<file path="src/rtl/bwd_pkg.sv">
`timescale 1ns/1ps
// Package: shared window codes and widths for the bridge window decoder.
// Assumes: window code values are visible at the top-level port (fixed encoding).
package bwd_pkg;
    localparam int IO_REG_W   = 8;
    localparam int MEM_REG_W  = 16;
    localparam int IO_UP_W    = 16;
    localparam int PF_UP_W    = 32;
    localparam int IO_GRAN    = 12;
    localparam int MEM_GRAN   = 20;
    localparam logic [3:0] WIDE_TYPE = 4'h1;

    typedef enum logic [1:0] {
        WIN_NONE = 2'd0,
        WIN_IO   = 2'd1,
        WIN_MEM  = 2'd2,
        WIN_PREF = 2'd3
    } win_e;
endpackage

</file>
<file path="src/rtl/bwd_io_bounds.sv">
`timescale 1ns/1ps
// Module: bwd_io_bounds
// Expands packed I/O base/limit registers into full inclusive 32-bit bounds.
// Assumes: low nibble of each packed register is its width type; value 1 selects
// the 16-bit upper register, any other value zeroes the upper half.
module bwd_io_bounds
    import bwd_pkg::*;
(
    input  logic [IO_REG_W-1:0]          base_lo,
    input  logic [IO_REG_W-1:0]          lim_lo,
    input  logic [IO_UP_W-1:0]           base_hi,
    input  logic [IO_UP_W-1:0]           lim_hi,
    output logic [IO_UP_W+IO_GRAN+3:0]   base,
    output logic [IO_UP_W+IO_GRAN+3:0]   limit
);
    localparam int NIB = IO_REG_W - 4;

    logic base_wide;
    logic lim_wide;

    // Decode each register's own width type.
    always_comb begin
        base_wide = (base_lo[3:0] == WIDE_TYPE);
        lim_wide  = (lim_lo[3:0]  == WIDE_TYPE);
    end

    // Assemble bounds: base padded with zeros, limit padded with ones.
    always_comb begin
        base  = {(base_wide ? base_hi : {IO_UP_W{1'b0}}),
                 base_lo[IO_REG_W-1 -: NIB], {IO_GRAN{1'b0}}};
        limit = {(lim_wide ? lim_hi : {IO_UP_W{1'b0}}),
                 lim_lo[IO_REG_W-1 -: NIB], {IO_GRAN{1'b1}}};
    end
endmodule

</file>
<file path="src/rtl/bwd_mem_bounds.sv">
`timescale 1ns/1ps
// Module: bwd_mem_bounds
// Expands packed memory base/limit registers into full inclusive 64-bit bounds.
// HAS_UPPER=1 builds the prefetchable variant, whose upper 32 bits come from the
// upper registers when the width type nibble equals 1; HAS_UPPER=0 always zeroes them.
// Assumes: register bits [15:4] map to address bits [31:20].
module bwd_mem_bounds
    import bwd_pkg::*;
#(
    parameter bit HAS_UPPER = 1'b0
)(
    input  logic [MEM_REG_W-1:0]          base_lo,
    input  logic [MEM_REG_W-1:0]          lim_lo,
    input  logic [PF_UP_W-1:0]            base_hi,
    input  logic [PF_UP_W-1:0]            lim_hi,
    output logic [PF_UP_W+MEM_GRAN+11:0]  base,
    output logic [PF_UP_W+MEM_GRAN+11:0]  limit
);
    localparam int FLD = MEM_REG_W - 4;

    logic base_wide;
    logic lim_wide;

    // Upper extension is honoured only in the prefetchable variant.
    always_comb begin
        base_wide = HAS_UPPER && (base_lo[3:0] == WIDE_TYPE);
        lim_wide  = HAS_UPPER && (lim_lo[3:0]  == WIDE_TYPE);
    end

    // Assemble 64-bit bounds with 1 MB granularity.
    always_comb begin
        base  = {(base_wide ? base_hi : {PF_UP_W{1'b0}}),
                 base_lo[MEM_REG_W-1 -: FLD], {MEM_GRAN{1'b0}}};
        limit = {(lim_wide ? lim_hi : {PF_UP_W{1'b0}}),
                 lim_lo[MEM_REG_W-1 -: FLD], {MEM_GRAN{1'b1}}};
    end
endmodule

</file>
<file path="src/rtl/bwd_range_cmp.sv">
`timescale 1ns/1ps
// Module: bwd_range_cmp
// Inclusive range test: hit when enabled and base <= addr <= limit.
// Assumes: an inverted window (limit < base) must never hit; the explicit
// ordering term keeps that true even if the two address compares are retimed.
module bwd_range_cmp #(
    parameter int W = 32
)(
    input  logic         en,
    input  logic [W-1:0] base,
    input  logic [W-1:0] limit,
    input  logic [W-1:0] addr,
    output logic         hit
);
    logic ordered;
    logic above;
    logic below;

    // Unsigned magnitude compares at full width.
    always_comb begin
        ordered = (limit >= base);
        above   = (addr  >= base);
        below   = (addr  <= limit);
        hit     = en && ordered && above && below;
    end
endmodule

</file>
<file path="src/rtl/bridge_window_decoder.sv">
`timescale 1ns/1ps
// Module: bridge_window_decoder
// Decides whether an upstream request falls into the bridge's I/O, memory or
// prefetchable window and registers the verdict with one cycle of latency.
// Assumes: configuration inputs are stable when a request is sampled and
// req_valid is low during reset. Prefetchable wins over memory on overlap.
module bridge_window_decoder
    import bwd_pkg::*;
#(
    parameter int ADDR_W    = 64,
    parameter int IO_ADDR_W = 32
)(
    input  logic                  clk,
    input  logic                  rst_n,
    input  logic                  req_valid,
    input  logic                  req_is_io,
    input  logic [ADDR_W-1:0]     req_addr,
    input  logic                  cmd_io_en,
    input  logic                  cmd_mem_en,
    input  logic [IO_REG_W-1:0]   io_base_reg,
    input  logic [IO_REG_W-1:0]   io_limit_reg,
    input  logic [IO_UP_W-1:0]    io_base_upper,
    input  logic [IO_UP_W-1:0]    io_limit_upper,
    input  logic [MEM_REG_W-1:0]  mem_base_reg,
    input  logic [MEM_REG_W-1:0]  mem_limit_reg,
    input  logic [MEM_REG_W-1:0]  pf_base_reg,
    input  logic [MEM_REG_W-1:0]  pf_limit_reg,
    input  logic [PF_UP_W-1:0]    pf_base_upper,
    input  logic [PF_UP_W-1:0]    pf_limit_upper,
    output logic                  out_valid,
    output logic                  fwd_hit,
    output logic [1:0]            fwd_win
);
    localparam int NWIN = 2;

    logic [IO_ADDR_W-1:0] io_base, io_limit;
    logic [ADDR_W-1:0]    mw_base [NWIN];
    logic [ADDR_W-1:0]    mw_limit[NWIN];
    logic [NWIN-1:0]      mw_hit;
    logic                 io_hit;
    logic                 io_en, mem_en;
    win_e                 win_c;

    // Per-space enables from the command bits and request type.
    always_comb begin
        io_en  = cmd_io_en  &&  req_is_io;
        mem_en = cmd_mem_en && !req_is_io;
    end

    bwd_io_bounds u_io_bounds (
        .base_lo (io_base_reg),
        .lim_lo  (io_limit_reg),
        .base_hi (io_base_upper),
        .lim_hi  (io_limit_upper),
        .base    (io_base),
        .limit   (io_limit)
    );

    bwd_range_cmp #(.W(IO_ADDR_W)) u_io_cmp (
        .en    (io_en),
        .base  (io_base),
        .limit (io_limit),
        .addr  (req_addr[IO_ADDR_W-1:0]),
        .hit   (io_hit)
    );

    // Index 0: non-prefetchable memory, index 1: prefetchable memory.
    for (genvar g = 0; g < NWIN; g++) begin : g_mem
        bwd_mem_bounds #(.HAS_UPPER(g == 1)) u_bounds (
            .base_lo (g == 1 ? pf_base_reg    : mem_base_reg),
            .lim_lo  (g == 1 ? pf_limit_reg   : mem_limit_reg),
            .base_hi (g == 1 ? pf_base_upper  : {PF_UP_W{1'b0}}),
            .lim_hi  (g == 1 ? pf_limit_upper : {PF_UP_W{1'b0}}),
            .base    (mw_base[g]),
            .limit   (mw_limit[g])
        );
        bwd_range_cmp #(.W(ADDR_W)) u_cmp (
            .en    (mem_en),
            .base  (mw_base[g]),
            .limit (mw_limit[g]),
            .addr  (req_addr),
            .hit   (mw_hit[g])
        );
    end

    // Priority select: prefetchable over memory; I/O is exclusive by space.
    always_comb begin
        if (mw_hit[1])      win_c = WIN_PREF;
        else if (mw_hit[0]) win_c = WIN_MEM;
        else if (io_hit)    win_c = WIN_IO;
        else                win_c = WIN_NONE;
    end

    // Result register with synchronous active-low reset.
    always_ff @(posedge clk) begin
        if (!rst_n) begin
            out_valid <= 1'b0;
            fwd_hit   <= 1'b0;
            fwd_win   <= WIN_NONE;
        end else begin
            out_valid <= req_valid;
            fwd_hit   <= req_valid && (win_c != WIN_NONE);
            fwd_win   <= req_valid ? win_c : WIN_NONE;
        end
    end

    assert_latency_R1: assert property (@(posedge clk) disable iff (!rst_n)
        req_valid |=> out_valid);
    assert_idle_R1: assert property (@(posedge clk) disable iff (!rst_n)
        !req_valid |=> (!out_valid && !fwd_hit));
    assert_io_gate_R8: assert property (@(posedge clk) disable iff (!rst_n)
        (fwd_win == WIN_IO) |-> $past(cmd_io_en && req_is_io));
    assert_mem_gate_R8: assert property (@(posedge clk) disable iff (!rst_n)
        (fwd_win == WIN_MEM || fwd_win == WIN_PREF) |-> $past(cmd_mem_en && !req_is_io));
    assert_inverted_R7: assert property (@(posedge clk) disable iff (!rst_n)
        (fwd_win == WIN_MEM) |-> $past(mem_limit_reg[15:4] >= mem_base_reg[15:4]));
    assert_no_stray_hit_R9: assert property (@(posedge clk) disable iff (!rst_n)
        !out_valid |-> (fwd_win == WIN_NONE));
endmodule

</file>
<file path="config.mk">
export PLATFORM = sky130hd
export DESIGN_NAME = bridge_window_decoder
export DESIGN_NICKNAME = d
export VERILOG_FILES = /design/src/rtl/bwd_pkg.sv /design/src/rtl/bwd_io_bounds.sv /design/src/rtl/bwd_mem_bounds.sv /design/src/rtl/bwd_range_cmp.sv /design/src/rtl/bridge_window_decoder.sv
export SDC_FILE = /design/constraint.sdc
export NUM_CORES = 1
export LEC_CHECK = 0
export BUFFER_PORTS_ARGS = -buffer_cell sky130_fd_sc_hd__buf_4
export CAP_MARGIN = 20
export CORE_MARGIN = 4
export CORE_UTILIZATION = 46
export DETAILED_ROUTE_END_ITERATION = 10
export GPL_TIMING_DRIVEN = 0
export MAX_ROUTING_LAYER = met4
export PLACE_DENSITY = 0.81
export SYNTH_ARGS = -nofsm -noshare
export SYNTH_HDL_FRONTEND = slang
export SYNTH_SLANG_ARGS = --single-unit
</file>
<file path="constraint.sdc">
create_clock -name clk -period 2.63 [get_ports clk]
set_clock_uncertainty 0.1 [all_clocks]
set_input_delay 0.1315 -clock clk [delete_from_list [all_inputs] [get_ports clk]]
set_output_delay 0.1315 -clock clk [all_outputs]
set_load 0.02 [all_outputs]
</file>
==> flow_results.xml, run 1 <==
<?xml version="1.0" encoding="UTF-8"?>
<metrics>
  <group name="run_status">
    <metric name="outcome" unit="">finished with violations</metric>
    <metric name="failed_checks" unit="">negative setup slack</metric>
  </group>
  <group name="logic_synthesis">
    <metric name="synth-warning-count" unit="">0</metric>
    <metric name="synthCells" unit="">815</metric>
    <metric name="synth_top_cell_area_share" unit="%">47.3</metric>
    <metric name="post_synth_main_area_contributors" unit="">sky130_fd_sc_hd__ha_1 (47%), sky130_fd_sc_hd__nand2_1 (8.4%), sky130_fd_sc_hd__inv_1 (6.7%)</metric>
    <metric name="netlist_area" unit="um^2">5960</metric>
    <metric name="synth.ff_latch_count" unit="">4</metric>
    <metric name="synthDominantAreaCellType" unit="">sky130_fd_sc_hd__ha_1</metric>
    <metric name="synth_enable_flop_cells" unit="">0</metric>
    <metric name="synth.distinct_cells" unit="">52</metric>
    <metric name="yosys_most_used_dff" unit="">sky130_fd_sc_hd__dfxtp_1</metric>
    <metric name="mappedNetlistNets" unit="">1286</metric>
    <metric name="avgSynthCellArea" unit="um^2">7.31</metric>
    <metric name="async_reset_ff_share" unit="%">0</metric>
    <metric name="synth-seq-area-share" unit="%">1.34</metric>
  </group>
  <group name="power">
    <metric name="intPower" unit="uW">815</metric>
    <metric name="portion_of_total_power_attributed_to_the_clock_network" unit="%">17.3</metric>
    <metric name="power.share.sequential" unit="%">4.6</metric>
    <metric name="pwr-share-comb" unit="%">78.2</metric>
    <metric name="total_power_per_unit_cell_area" unit="nW/um^2">158</metric>
    <metric name="max-vdd-ir-drop" unit="V">0.000146</metric>
    <metric name="p_leak" unit="nW">4.79</metric>
    <metric name="power_switching_share" unit="%">40.9</metric>
    <metric name="total_switching_power" unit="uW">563</metric>
    <metric name="report.power.total" unit="mW">1.38</metric>
  </group>
  <group name="hold_path">
    <metric name="worst_hold_path_type" unit="">in -&gt; reg</metric>
  </group>
  <group name="cells_and_area">
    <metric name="share_of_post_route_cells_with_drive_strength_above_1" unit="%">31.4</metric>
    <metric name="post_route_non_filler_standard_cell_count" unit="">1249</metric>
    <metric name="area.growth.synth_to_final" unit="%">46.6</metric>
    <metric name="nets" unit="">1550</metric>
    <metric name="layout.filler_cells" unit="">1109</metric>
    <metric name="sequential_cell_area" unit="um^2">80.1</metric>
    <metric name="footprint_of_the_multi_input_gates" unit="um^2">5860</metric>
    <metric name="num_antenna_cells" unit="">0</metric>
    <metric name="postLayoutCoreUtil" unit="%">68.9</metric>
  </group>
  <group name="setup_path">
    <metric name="path_buf_inv" unit="">4</metric>
    <metric name="critPathLaunchType" unit="">primary input</metric>
    <metric name="worst_path_max_delay_cell" unit="">sky130_fd_sc_hd__a311oi_1</metric>
    <metric name="timing.critical_path.to_type" unit="">register</metric>
    <metric name="critical_path_arrival" unit="ps">2690</metric>
    <metric name="critical_path_fanout_max" unit="">7</metric>
    <metric name="critical_path_required_time" unit="ps">2660</metric>
    <metric name="type_of_the_worst_setup_path" unit="">in -&gt; reg</metric>
    <metric name="cp_top_family" unit="">compound AO/OA/AOI/OAI gates</metric>
    <metric name="cpPeakStageDelay" unit="ps">430</metric>
    <metric name="crit_chain" unit="">buf_4, nor4b_4, buf_6, buf_8, buf_4, nand2_1, ha_1, a21oi_1, a21boi_0, a311oi_1, o32ai_2, nor2_1, o22ai_2, o211ai_1</metric>
    <metric name="critPathMostFrequentCell" unit="">sky130_fd_sc_hd__buf_4</metric>
  </group>
  <group name="clock_tree">
    <metric name="clkTransAtPathRegs" unit="ps">30</metric>
    <metric name="cts_root_buffer" unit="">sky130_fd_sc_hd__clkbuf_16</metric>
    <metric name="cts_tree" unit="">yes</metric>
    <metric name="cts_sinks" unit="">4</metric>
    <metric name="cts_made_buffers" unit="">3</metric>
    <metric name="htree_levels" unit="">1</metric>
    <metric name="cts_buffer_depth" unit="">2</metric>
  </group>
  <group name="placed_design">
    <metric name="place_congestion" unit="">0.971</metric>
    <metric name="detailedPlacementHpwl" unit="um">18500</metric>
    <metric name="dpl_worst_slack" unit="ps">-915</metric>
    <metric name="placed_cells" unit="">1228</metric>
    <metric name="place.port_buffers" unit="">241</metric>
  </group>
  <group name="drt">
    <metric name="firstDrtPassIters" unit="">4</metric>
    <metric name="vias_per_cell" unit="">5.66</metric>
    <metric name="routed-via-count" unit="">7072</metric>
    <metric name="antenna_violating_nets_post_route" unit="">0</metric>
    <metric name="drcViolationCount" unit="">0</metric>
    <metric name="detail_route.wl_per_cell" unit="um">17.3</metric>
    <metric name="routed_wl" unit="um">21600</metric>
    <metric name="drtIter0Drc" unit="">378</metric>
  </group>
  <group name="sta">
    <metric name="fin_crit_sh" unit="%">101</metric>
    <metric name="timing.hold.ws" unit="ps">101</metric>
    <metric name="worst-slew-pin-transition" unit="ps">601</metric>
    <metric name="finalCriticalPeriod" unit="ps">2660</metric>
    <metric name="report.final.hold_viol_count" unit="">0</metric>
    <metric name="rsz_0062_raised_after_global_routing" unit="">yes</metric>
    <metric name="final-max-slew-violation-count" unit="">0</metric>
    <metric name="setup-violations-final" unit="">1</metric>
    <metric name="max_freq" unit="GHz">0.376</metric>
    <metric name="setup_slack" unit="ps">-29.8</metric>
    <metric name="timing.slew.headroom" unit="%">58.9</metric>
  </group>
  <group name="global_routing">
    <metric name="via_count_of_the_first_global_routing_pass" unit="">7021</metric>
    <metric name="overflow" unit="">0</metric>
    <metric name="grt_first_pass_wirelength" unit="um">32200</metric>
    <metric name="grt_antenna_before_repair" unit="">0</metric>
    <metric name="track_usage" unit="%">27.6</metric>
    <metric name="grt_start_max_net_pins" unit="">11</metric>
  </group>
  <group name="floorplanning">
    <metric name="core" unit="um^2">12700</metric>
    <metric name="die-height" unit="um">122</metric>
    <metric name="die_width" unit="um">122</metric>
    <metric name="initial_core_util" unit="%">47.0</metric>
    <metric name="io_pins" unit="">250</metric>
    <metric name="fp.dieArea" unit="um^2">14800</metric>
    <metric name="floorplan.rows" unit="">41</metric>
  </group>
  <group name="job">
    <metric name="drv.max_cap_violation_count" unit="">0</metric>
  </group>
</metrics>
-- cell usage in the layout (no fill, tap or decap), drive strengths merged, types with 2 or more instances in the layout --
| master | netlist | layout |
|---|---|---|
| a21o | 39 | 39 |
| dfxtp | 4 | 4 |
| o21a | 3 | 3 |
| nand3 | 19 | 19 |
| inv | 106 | 106 |
| nor3 | 12 | 12 |
| nor2b | 4 | 4 |
| a21oi | 75 | 75 |
| nor2 | 20 | 20 |
| nand4 | 46 | 46 |
| a21boi | 5 | 5 |
| nor4 | 20 | 20 |
| o211ai | 3 | 3 |
| nor4b | 4 | 4 |
| o31a | 2 | 2 |
| clkbuf | 8 | 6 |
| and4 | 7 | 7 |
| nand2b | 3 | 3 |
| o21ai | 31 | 31 |
| and2 | 4 | 4 |
| buf | 0 | 264 |
| nand2 | 135 | 135 |
| a2111oi | 6 | 6 |
| a31oi | 2 | 2 |
| ha | 225 | 225 |
| o221ai | 2 | 2 |
| and3 | 4 | 4 |
| o2111ai | 3 | 3 |
| o31ai | 3 | 3 |
| a211oi | 7 | 7 |
| a221oi | 3 | 3 |
| or4 | 2 | 2 |
-- final timing paths --
kind                         from  slack [ps]         to  depth (start not counted)
hold / removal          req_valid         100  out_valid                          2
setup / recovery  pf_limit_reg[1]         -30    fwd_hit                         14
-- cell usage after synthesis (2+ instances only) --
cell,count
sky130_fd_sc_hd__a211oi_1,6
sky130_fd_sc_hd__a21o_1,39
sky130_fd_sc_hd__o211ai_1,3
sky130_fd_sc_hd__nor4_1,18
sky130_fd_sc_hd__ha_1,225
sky130_fd_sc_hd__nand3_1,19
sky130_fd_sc_hd__nor4b_2,2
sky130_fd_sc_hd__a21oi_1,74
sky130_fd_sc_hd__o21ai_0,25
sky130_fd_sc_hd__nor2b_1,4
sky130_fd_sc_hd__clkbuf_1,8
sky130_fd_sc_hd__dfxtp_1,4
sky130_fd_sc_hd__o31ai_1,3
sky130_fd_sc_hd__o31a_1,2
sky130_fd_sc_hd__a2111oi_2,2
sky130_fd_sc_hd__o21a_1,3
sky130_fd_sc_hd__inv_1,106
sky130_fd_sc_hd__o221ai_1,2
sky130_fd_sc_hd__a31oi_1,2
sky130_fd_sc_hd__nand2b_1,3
sky130_fd_sc_hd__o21ai_1,6
sky130_fd_sc_hd__nor2_1,20
sky130_fd_sc_hd__a2111oi_0,4
sky130_fd_sc_hd__and3_1,4
sky130_fd_sc_hd__nand4_1,45
sky130_fd_sc_hd__nor3_1,12
sky130_fd_sc_hd__a21boi_0,4
sky130_fd_sc_hd__nand2_1,134
sky130_fd_sc_hd__nor4b_1,2
sky130_fd_sc_hd__a221oi_1,3
sky130_fd_sc_hd__and2_1,3
sky130_fd_sc_hd__and4_1,6
sky130_fd_sc_hd__nor4_2,2
sky130_fd_sc_hd__o2111ai_1,2
-- cells by family after synthesis --
logic type	synth area share, %
and+or+nand+nor	23.6
adders and majority gates	47.3
AOI/OAI and AO/OA	20.6
buffers and inverters	7.18
DFF	1.34
-- power by group through the flow --
stage	registers, mW	logic (mW)	clock network, mW
2_1_floorplan	0.0657	0.495	0
3_3_place_gp	0.0637	0.960	0
3_5_place_dp	0.0639	0.985	0
4_1_cts	0.0631	1.02	0.241
5_1_grt	0.0632	1.21	0.244
6_report	0.0630	1.08	0.238
-- per-stage QoR --
stage	TNS [ps]	cell area (um^2)
global route	-562	8730
global placement	-2600	7990
finish	-29.8	8730
CTS	0	8370
floorplan	0	5970
detailed placement	-2660	7990
-- repair_timing --
| item | 4_1_cts | 5_1_grt |
|---|---|---|
| endpoints found under the setup margin | 3 | 3 |
| hold buffers | 0 | 0 |
| cloned | 1 | 2 |
| gates resized for setup | 42 | 58 |
| pin swaps | 10 | 18 |
| setup buffers | 9 | 8 |
-- sequential cells by signal, summed over array words and instances, names as in the netlist --
register,count
out_valid,1
fwd_hit,1
fwd_win,2
-- final cells by class --
type                            count  area share [%]
Tap cell                          172            2.47
Buffer                              7           0.960
Multi-Input combinational cell    697            67.1
Inverter                          106            4.56
Clock buffer                        3           0.860
Sequential cell                     4           0.917
Timing Repair Buffer              260            23.1
-- metal layers --
metal / GRT usage (%) / share of wire (%)
met1: 30.8 / 39
met2: 52.3 / 51
met3: 2.18 / 6.6
met4: 7.98 / 3.5
met5: - / 0
(Power assumes the default switching activity.)
==> inputs of run 2 (changes only) <==
--- a/config.mk
+++ b/config.mk
@@ -5,14 +5,17 @@
 export SDC_FILE = /design/constraint.sdc
 export NUM_CORES = 1
 export LEC_CHECK = 0
+export ABC_AREA = 1
 export BUFFER_PORTS_ARGS = -buffer_cell sky130_fd_sc_hd__buf_4
 export CAP_MARGIN = 20
 export CORE_MARGIN = 4
-export CORE_UTILIZATION = 46
+export CORE_UTILIZATION = 47
 export DETAILED_ROUTE_END_ITERATION = 10
 export GPL_TIMING_DRIVEN = 0
+export HOLD_SLACK_MARGIN = 0.03
 export MAX_ROUTING_LAYER = met4
 export PLACE_DENSITY = 0.81
+export REMOVE_ABC_BUFFERS = 1
 export SYNTH_ARGS = -nofsm -noshare
 export SYNTH_HDL_FRONTEND = slang
 export SYNTH_SLANG_ARGS = --single-unit
==> flow_results.xml, run 2 <==
<?xml version="1.0" encoding="UTF-8"?>
<metrics>
  <group name="cells_and_area">
    <metric name="nets" unit="">1766</metric>
    <metric name="num_antenna_cells" unit="">0</metric>
    <metric name="mostFrequentLayoutCell" unit="">sky130_fd_sc_hd__nand2_1</metric>
    <metric name="largest_registers" unit="">fwd_win (2), fwd_hit (1), out_valid (1)</metric>
    <metric name="area.growth.synth_to_final" unit="%">34.1</metric>
    <metric name="post_route_non_filler_standard_cell_count" unit="">1469</metric>
    <metric name="layout.cells.most_common_list" unit="">sky130_fd_sc_hd__nand2_1 (326), sky130_fd_sc_hd__buf_4 (252), sky130_fd_sc_hd__ha_1 (225)</metric>
    <metric name="share_of_post_route_cells_with_drive_strength_above_1" unit="%">22.1</metric>
    <metric name="postLayoutCellArea" unit="um^2">8670</metric>
    <metric name="regMostFlops" unit="">fwd_win</metric>
    <metric name="largest_register_ffs" unit="">2</metric>
  </group>
  <group name="setup_path">
    <metric name="type_of_the_worst_setup_path" unit="">in -&gt; reg</metric>
    <metric name="critical_path_cell_count" unit="">18</metric>
    <metric name="path_buf_inv" unit="">4</metric>
    <metric name="critPathLaunchType" unit="">primary input</metric>
    <metric name="cpPeakStageDelay" unit="ps">310</metric>
    <metric name="crit_chain" unit="">buf_4, nor4_4, buf_4, buf_4, nand2_1, ha_1, nand2_1, nor2_2, nand2_1, nor2_1, nand2_1, nor2_2, nand2_1, nand4_4, nand3_2, nand2_1, nand2_1, inv_1</metric>
    <metric name="timing.critical_path.to_type" unit="">register</metric>
    <metric name="cp_top_family" unit="">simple AND/OR/NAND/NOR gates</metric>
    <metric name="critical_path_arrival" unit="ps">2420</metric>
    <metric name="critical_path_required_time" unit="ps">2700</metric>
    <metric name="critical_path_fanout_max" unit="">10</metric>
    <metric name="critPathMostFrequentCell" unit="">sky130_fd_sc_hd__nand2_1</metric>
    <metric name="worst_path_max_delay_cell" unit="">sky130_fd_sc_hd__ha_1</metric>
  </group>
  <group name="sta">
    <metric name="finalCriticalPeriod" unit="ps">2350</metric>
    <metric name="max_freq" unit="GHz">0.426</metric>
    <metric name="rsz_0062_raised_after_global_routing" unit="">no</metric>
    <metric name="setup-violations-final" unit="">0</metric>
    <metric name="timing.slew.headroom" unit="%">68.3</metric>
    <metric name="fin_crit_sh" unit="%">89.2</metric>
    <metric name="report.final.hold_viol_count" unit="">0</metric>
    <metric name="worst-slew-pin-transition" unit="ps">471</metric>
    <metric name="final-max-slew-violation-count" unit="">0</metric>
    <metric name="setup_total_negative_slack" unit="ps">0</metric>
  </group>
  <group name="clock_tree">
    <metric name="cts_made_buffers" unit="">3</metric>
    <metric name="cts_buffer_depth" unit="">2</metric>
    <metric name="htree_levels" unit="">1</metric>
    <metric name="clkTransAtPathRegs" unit="ps">30</metric>
    <metric name="cts_tree" unit="">yes</metric>
    <metric name="cts_sinks" unit="">4</metric>
    <metric name="post_cts_hold_buffer_count" unit="">0</metric>
    <metric name="cts_root_buffer" unit="">sky130_fd_sc_hd__clkbuf_16</metric>
  </group>
  <group name="logic_synthesis">
    <metric name="ys_top_cells_by_count" unit="">sky130_fd_sc_hd__nand2_1 (326), sky130_fd_sc_hd__ha_1 (225), sky130_fd_sc_hd__inv_1 (161), sky130_fd_sc_hd__a21oi_1 (99), sky130_fd_sc_hd__nor2_1 (79)</metric>
    <metric name="synth.distinct_cells" unit="">34</metric>
    <metric name="post_synth_main_area_contributors" unit="">sky130_fd_sc_hd__ha_1 (44%), sky130_fd_sc_hd__nand2_1 (19%), sky130_fd_sc_hd__inv_1 (9.4%)</metric>
    <metric name="synth.ff_latch_count" unit="">4</metric>
    <metric name="async_reset_ff_share" unit="%">0</metric>
    <metric name="synth-seq-area-share" unit="%">1.24</metric>
    <metric name="netlist_area" unit="um^2">6460</metric>
    <metric name="synth_enable_flop_cells" unit="">0</metric>
    <metric name="yosysMostFrequentCell" unit="">sky130_fd_sc_hd__nand2_1</metric>
    <metric name="yosys_most_used_dff" unit="">sky130_fd_sc_hd__dfxtp_1</metric>
    <metric name="synthCells" unit="">1045</metric>
    <metric name="avgSynthCellArea" unit="um^2">6.18</metric>
    <metric name="synthDominantAreaCellType" unit="">sky130_fd_sc_hd__ha_1</metric>
    <metric name="synth_top_cell_area_share" unit="%">43.6</metric>
    <metric name="synth-warning-count" unit="">0</metric>
  </group>
  <group name="global_routing">
    <metric name="overflow" unit="">0</metric>
    <metric name="grt_first_pass_wirelength" unit="um">31700</metric>
    <metric name="grt_antenna_before_repair" unit="">0</metric>
    <metric name="grt_start_max_net_pins" unit="">20</metric>
    <metric name="track_usage" unit="%">24.3</metric>
    <metric name="via_count_of_the_first_global_routing_pass" unit="">7160</metric>
  </group>
  <group name="floorplanning">
    <metric name="fp.dieArea" unit="um^2">15700</metric>
    <metric name="die_width" unit="um">125</metric>
    <metric name="core" unit="um^2">13300</metric>
    <metric name="io_pins" unit="">250</metric>
    <metric name="floorplan.rows" unit="">42</metric>
    <metric name="die-height" unit="um">125</metric>
    <metric name="initial_core_util" unit="%">48.4</metric>
  </group>
  <group name="job">
    <metric name="drv.max_cap_violation_count" unit="">0</metric>
  </group>
  <group name="placed_design">
    <metric name="place.port_buffers" unit="">241</metric>
    <metric name="post_dp_cell_area" unit="um^2">8510</metric>
    <metric name="detailedPlacementHpwl" unit="um">18000</metric>
    <metric name="place_congestion" unit="">0.946</metric>
    <metric name="placed_cells" unit="">1459</metric>
  </group>
  <group name="drt">
    <metric name="routed-via-count" unit="">7471</metric>
    <metric name="detail_route.wl_per_cell" unit="um">13.4</metric>
    <metric name="drtIter0Drc" unit="">320</metric>
    <metric name="antenna_violating_nets_post_route" unit="">0</metric>
    <metric name="drcViolationCount" unit="">0</metric>
    <metric name="routed_wl" unit="um">19700</metric>
    <metric name="vias_per_cell" unit="">5.09</metric>
    <metric name="firstDrtPassIters" unit="">4</metric>
  </group>
  <group name="power">
    <metric name="p_leak" unit="nW">5.17</metric>
    <metric name="max-vdd-ir-drop" unit="V">0.0000909</metric>
    <metric name="total_power_per_unit_cell_area" unit="nW/um^2">157</metric>
  </group>
  <group name="hold_path">
    <metric name="hold_depth" unit="">3</metric>
    <metric name="worst_hold_path_type" unit="">in -&gt; reg</metric>
  </group>
  <group name="run_status">
    <metric name="outcome" unit="">finished, final reports clean</metric>
  </group>
</metrics>
==> run 2: cell types whose count changed after synthesis, moves of 9 or more <==
cell | previous run | this run
sky130_fd_sc_hd__nand4_1 | 45 | 24
sky130_fd_sc_hd__nor2_2 | 0 | 9
sky130_fd_sc_hd__a21oi_1 | 74 | 99
sky130_fd_sc_hd__nor4_1 | 18 | 4
sky130_fd_sc_hd__a21o_1 | 39 | 6
sky130_fd_sc_hd__nand2_1 | 134 | 326
sky130_fd_sc_hd__inv_1 | 106 | 161
sky130_fd_sc_hd__nor2_1 | 20 | 79
==> run 2: through the flow <==
step | hold WS, ps | utilization [%] | setup WS (ps) | power (mW)
3_5_place_dp | 313 | 63.8 | -614 | 1.10
5_1_grt | 132 | 64.9 | 66.8 | 1.52
2_1_floorplan | 162 | - | -1520 | 0.616
3_3_place_gp | 315 | 63.3 | -3470 | 1.07
6_report | 90.7 | 64.9 | 285 | 1.36
4_1_cts | 90.5 | 64.8 | 216 | 1.36
==> run 2: area by class of cell <==
class / instances / area (um^2)
clock buffer: 3 / 75.1
fill: 1235 / 4680
inverter: 168 / 631
multi-input combinational: 865 / 5750
sequential: 4 / 80.1
tap: 176 / 220
timing repair buffer: 253 / 1910
==> run 2: per-layer routing <==
layer  vias to the layer above  part of all wire [%]  wire (um)  GRT usage, %
met5                         -                     0          0             -
met4                         0                   1.7        327          4.66
met3                        27                   5.8       1150          2.39
met2                       228                    48       9520          43.1
met1                      3262                    44       8710          30.2
li1                       3954                     -          -             -
==> run 2: logic make-up after synthesis <==
group / count (synthesis) / share of synthesized area, %
buffers and inverters: 176 / 10.4
flip-flops: 4 / 1.24
AND/OR/NAND/NOR: 497 / 32.9
AO/OA/AOI/OAI: 143 / 11.9
adder cells (fa/ha/maj): 225 / 43.6
==> run 2: repair_timing <==
action	CTS	global route
pin swaps	2	0
setup buffers	7	0
resized for setup	1	2
setup endpoints to repair	3	2
cloned	0	0
==> run 2: path summary, 6_finish.rpt <==
check	to	slack, ps	from
setup / recovery	fwd_win[1]	280	pf_base_reg[2]
hold / removal	out_valid	90	req_valid
==> run 2: tightest hold or removal path: stages <==
cell,delay (ps)
sky130_fd_sc_hd__buf_4,70
sky130_fd_sc_hd__nand2_1,70
sky130_fd_sc_hd__inv_1,100
==> run 2: power breakdown <==
group	switching (mW)	internal, mW
logic	0.528	0.524
registers	0.000423	0.0626
clock network	0.0502	0.195
total	0.578	0.782
